--- src/rtl/press_strobe_pkg.sv ---
package press_strobe_pkg;
    typedef enum logic [1:0] {
        ST_IDLE = 2'd0,
        ST_FIRE = 2'd1,
        ST_HOLD = 2'd2
    } edge_state_t;
endpackage

--- src/rtl/strobe_timer.sv ---
module strobe_timer #(
    parameter int CNT_W = 16
) (
    input  logic clk,
    input  logic rst,
    output logic tick
);
    localparam logic [CNT_W-1:0] LAST = {CNT_W{1'b1}};

    logic [CNT_W-1:0] cnt_q;

    always_ff @(posedge clk) begin
        if (rst) begin
            cnt_q <= '0;
        end else begin
            cnt_q <= cnt_q + 1'b1;
        end
    end

    assign tick = (cnt_q == LAST);


    tick_gap_chk: assert property (@(posedge clk) disable iff (rst)
        tick |=> !tick);
endmodule

--- src/rtl/press_chan.sv ---
module press_chan
    import press_strobe_pkg::*;
(
    input  logic clk,
    input  logic rst,
    input  logic tick,
    input  logic raw,
    output logic fire
);
    logic        smp_q;
    logic        aln_q;
    edge_state_t state_q;
    edge_state_t state_d;

    // sample register and alignment stage
    always_ff @(posedge clk) begin
        if (rst) begin
            smp_q <= 1'b0;
            aln_q <= 1'b0;
        end else begin
            if (tick) begin
                smp_q <= raw;
            end
            aln_q <= smp_q;
        end
    end

    // state register
    always_ff @(posedge clk) begin
        if (rst) begin
            state_q <= ST_IDLE;
        end else begin
            state_q <= state_d;
        end
    end

    // next state
    always_comb begin
        state_d = state_q;
        unique case (state_q)
            ST_IDLE: if (aln_q) state_d = ST_FIRE;
            ST_FIRE: state_d = aln_q ? ST_HOLD : ST_IDLE;
            ST_HOLD: if (!aln_q) state_d = ST_IDLE;
            default: state_d = ST_IDLE;
        endcase
    end

    // outputs
    always_comb begin
        fire = 1'b0;
        unique case (state_q)
            ST_IDLE: fire = 1'b0;
            ST_FIRE: fire = 1'b1;
            ST_HOLD: fire = 1'b0;
            default: fire = 1'b0;
        endcase
    end


    smp_hold_chk: assert property (@(posedge clk) disable iff (rst)
        !tick |=> $stable(smp_q));


    fire_width_chk: assert property (@(posedge clk) disable iff (rst)
        fire |=> !fire);


    hold_quiet_chk: assert property (@(posedge clk) disable iff (rst)
        (state_q == ST_HOLD && aln_q) |=> !fire);


    fire_cause_chk: assert property (@(posedge clk) disable iff (rst)
        fire |-> $past(aln_q));
endmodule

--- src/rtl/press_strobe.sv ---
module press_strobe #(
    parameter int CNT_W = 16,
    parameter int N_BTN = 4
) (
    input  logic             clk,
    input  logic             rst,
    input  logic [N_BTN-1:0] btn_raw,
    output logic [N_BTN-1:0] step_en
);
    logic tick;

    strobe_timer #(.CNT_W(CNT_W)) u_timer (
        .clk  (clk),
        .rst  (rst),
        .tick (tick)
    );

    generate
        for (genvar i = 0; i < N_BTN; i++) begin : g_chan
            press_chan u_chan (
                .clk  (clk),
                .rst  (rst),
                .tick (tick),
                .raw  (btn_raw[i]),
                .fire (step_en[i])
            );
        end
    endgenerate


    rst_quiet_chk: assert property (@(posedge clk)
        $past(rst) |-> (step_en == '0));
endmodule

--- config.mk ---
export PLATFORM = sky130hd
export DESIGN_NAME = press_strobe
export DESIGN_NICKNAME = d
export VERILOG_FILES = /design/src/rtl/press_strobe_pkg.sv /design/src/rtl/strobe_timer.sv /design/src/rtl/press_chan.sv /design/src/rtl/press_strobe.sv
export SDC_FILE = /design/constraint.sdc
export NUM_CORES = 1
export LEC_CHECK = 0
export BUFFER_PORTS_ARGS = -buffer_cell sky130_fd_sc_hd__buf_2
export CAP_MARGIN = 5
export CORE_MARGIN = 4
export CORE_UTILIZATION = 62
export CTS_BUF_LIST = sky130_fd_sc_hd__clkbuf_16
export DETAILED_ROUTE_END_ITERATION = 12
export GPL_ROUTABILITY_DRIVEN = 0
export PLACE_DENSITY = 0.82
export SYNTH_ARGS = -nofsm -noshare
export SYNTH_HDL_FRONTEND = slang
export SYNTH_SLANG_ARGS = --single-unit
--- constraint.sdc ---
create_clock -name clk -period 4 [get_ports clk]
set_input_delay 0.6 -clock clk [delete_from_list [all_inputs] [get_ports clk]]
set_output_delay 0.6 -clock clk [all_outputs]
set_load 0.005 [all_outputs]
==> results.tsv <==
stage	metric	value	unit
outcome	outcome	complete, no violations	
routing	first drt pass iteration count	4	
placed_design	Port Buf Inserts	9	
routing	First DRT Iteration DRCs	22	
logic_synthesis	Syn Inst Count	139	
placed_design	HPWL Detailed	1500	µm
timing	setup TNS	0	ns
die	die width	54.6	µm
clock_network	worst skew pair latency	0.27	ns
power	peak supply drop	0.000477	V
critical_path	Data required, critical path	4.16	ns
timing	Slew HR	0.657	
timing	Slew Limit Fails	0	
timing	Final setup viols	0	
final_layout	Layout Utilization	0.746	
timing	Max Clk Rate	567	MHz
power	sequential power share	0.467	
placed_design	Place WS	2.27	ns
timing	fin crit share	0.441	
timing	min Tclk post-route	1.76	ns
die	core footprint	2020	µm²
routing	vias per cell	5.83	
critical_path	critical path arrival	1.92	ns
logic_synthesis	Synth Register Bits	32	
logic_synthesis	Avg Cell Area, Syn	9.69	µm²
timing	Final WS setup	2.24	ns
clock_network	CTS Hold Bufs	0	
logic_synthesis	mapped cell area	1350	µm²
final_layout	fill count	147	
clock_network	post-CTS setup buffer count	0	
grt	vias in the first global route	925	
logic_synthesis	number of flops mapped to enable cells by yosys	0	
power	Clk pwr share	0.511	
logic_synthesis	ys async rst share	0	
logic_synthesis	cell accounting for the most synthesized area	dfxtp_1	
routing	Wirelength per Cell	13.7	µm
final_layout	non-filler cells, final	173	
critical_path	CP max FO	7	
clock_network	htree depth	2	
logic_synthesis	top-area cell type share of the netlist area	0.476	
critical_path	Reg2Reg Setup Slack	2.24	ns
power	leakage dissipation	0.560	nW
logic_synthesis	register area share after synthesis	0.476	
power	total power density per cell area	463	nW/µm²
grt	remaining global-route overflow	0	
power	combinational power share	0.022	
routing	Remaining DRCs	0	
timing	Fin. Hold Viols	0	
hold_path	HP Class	reg2reg	
critical_path	Crit Path Category	reg2reg	
die	Die Ht	54.6	µm
clock_network	CTS tree	done	
final_layout	fraction of layout instances using a drive strength above 1	0.164	
timing	worst-margin pin slew	0.514	ns
logic_synthesis	post-synthesis net count	146	
timing	clk_skew	0.00416	ns
placed_design	placed insts	165	
grt	total track usage	0.192	
die	initial core utilization	0.666	
critical_path	CP Launch Type	flip-flop	
final_layout	most frequent cells in the layout	32 x dfxtp_1, 16 x nor2b_1, 11 x nor2_1	
grt	antenna violations before repair	0	
logic_synthesis	post-synth cell types	26	
routing	via count	1008	
die	# rows	16	
final_layout	ANT cells	0	
clock_network	# resized after CTS	0	
die	Die Area	2980	µm²
clock_network	clock slew at reported path FFs	0.05	ns
routing	WL final	2370	µm
clock_network	Root Driver	clkbuf_16	
clock_network	CTS Buffer Depth	2	
grt	first-pass GRT wire length	4030	µm
clock_network	clk sinks	32	
die	# IOs	10	
final_layout	Layout area overhead	12.1	%
final_layout	Total Nets Final	152	
final_layout	commonest non-fill, non-tap cell in the layout	dfxtp_1	
power	switching share of power	0.203	
clock_network	Num CTS Buffers	5	
routing	antenna-violating nets left	0	
power	internal power	0.000557	W
timing	unrepaired setup endpoints after global routing	false	
timing	WHS	0.452	ns
run	max-cap violation count	0	
grt	largest net degree at the start of global routing	32	
logic_synthesis	top_reg_cell synth	dfxtp_1	
critical_path	endpoint type of the worst setup path	flip-flop	
power	Net Switching	0.000142	W
logic_synthesis	main area contributors after synthesis	dfxtp_1 48%, nor2b_1 7.4%, mux2_2 4.2%, o31ai_1 3.3%, or4_1 3.3%	
logic_synthesis	synth warn	0	
[synthesized netlist by cell type, types with 3 or more instances]
master / instances
nor3_1: 4
clkbuf_1: 5
inv_1: 3
xnor2_1: 5
nor4_1: 3
mux2_2: 5
nand2b_1: 4
nor2_1: 11
o31ai_1: 6
nor2b_1: 16
a21oi_1: 8
nand3_1: 6
dfxtp_1: 32
buf_4: 4
or4_1: 6
nand4_1: 7
[power groups by stage]
stage	Combinational [W]	Sequential [W]	Clock, W
final	0.0000157	0.000326	0.000357
after global routing	0.0000177	0.000326	0.000380
after CTS	0.0000157	0.000326	0.000358
after detailed placement	0.0000152	0.000333	0
after global placement	0.0000147	0.000332	0
after floorplan	0.0000107	0.000332	0
[state kept, by name, summed over array words and instances (netlist names)]
signal and count:
g_chan.u_chan.state_q 8, g_chan.u_chan.aln_q 4, u_timer.cnt_q 16, g_chan.u_chan.smp_q 4
[area by class of cell]
class / count / area [µm²] / area share
multi-input combinational: 94 / 634 / 0.420
clock buffer: 5 / 125 / 0.0829
clock inverter: 3 / 18.8 / 0.0124
sequential: 32 / 641 / 0.425
tap: 27 / 33.8 / 0.0224
inverter: 3 / 11.3 / 0.00746
timing repair buffer: 9 / 45.0 / 0.0299
[stage by stage]
| step | area [µm²] | total power, W |
|---|---|---|
| global placement | 1370 | 0.000347 |
| global route | 1510 | 0.000724 |
| finish | 1510 | 0.000699 |
| floorplan | 1350 | 0.000342 |
| detailed placement | 1370 | 0.000348 |
| CTS | 1510 | 0.000700 |
[layer usage]
layer  vias up  wire length [µm]  GRT usage  share of wire
met2        37              1140      0.283           0.48
met5         -                 0          0              0
li1        501                 -          -              -
met3         6               149     0.0845          0.063
met4         0                34     0.0788          0.014
met1       464              1040      0.243           0.44
[path summary, 6_finish.rpt]
| check | startpoint | to | depth (start not counted) |
|---|---|---|---|
| hold / removal | g_chan[1].u_chan.state_q[0]$_SDFFE_PP0P_ | g_chan[1].u_chan.state_q[0]$_SDFFE_PP0P_ | 1 |
| setup / recovery | u_timer.cnt_q[0]$_SDFF_PP0_ | g_chan[2].u_chan.smp_q$_SDFFE_PP0N_ | 4 |
| hold reg to reg | g_chan[1].u_chan.state_q[0]$_SDFFE_PP0P_ | g_chan[1].u_chan.state_q[0]$_SDFFE_PP0P_ | 1 |
| setup reg to reg | u_timer.cnt_q[0]$_SDFF_PP0_ | g_chan[2].u_chan.smp_q$_SDFFE_PP0N_ | 4 |
[logic make-up after synthesis]
group,Yosys count,synth area share
AOI/OAI and AO/OA,16,0.0706
DFF,32,0.476
xor gates and xnor gates,7,0.0455
adders and majority gates,1,0.00929
muxes,7,0.0585
buffers and inverters,13,0.0530
and+or+nand+nor,63,0.287
[worst max-delay path: stages (launching register included)]
cell     delay [ns]
dfxtp_1        0.44
ha_1           0.34
nand4_1        0.19
nor4_4         0.29
mux2_2         0.38
Note: power is estimated with default switching activity, not from simulation.
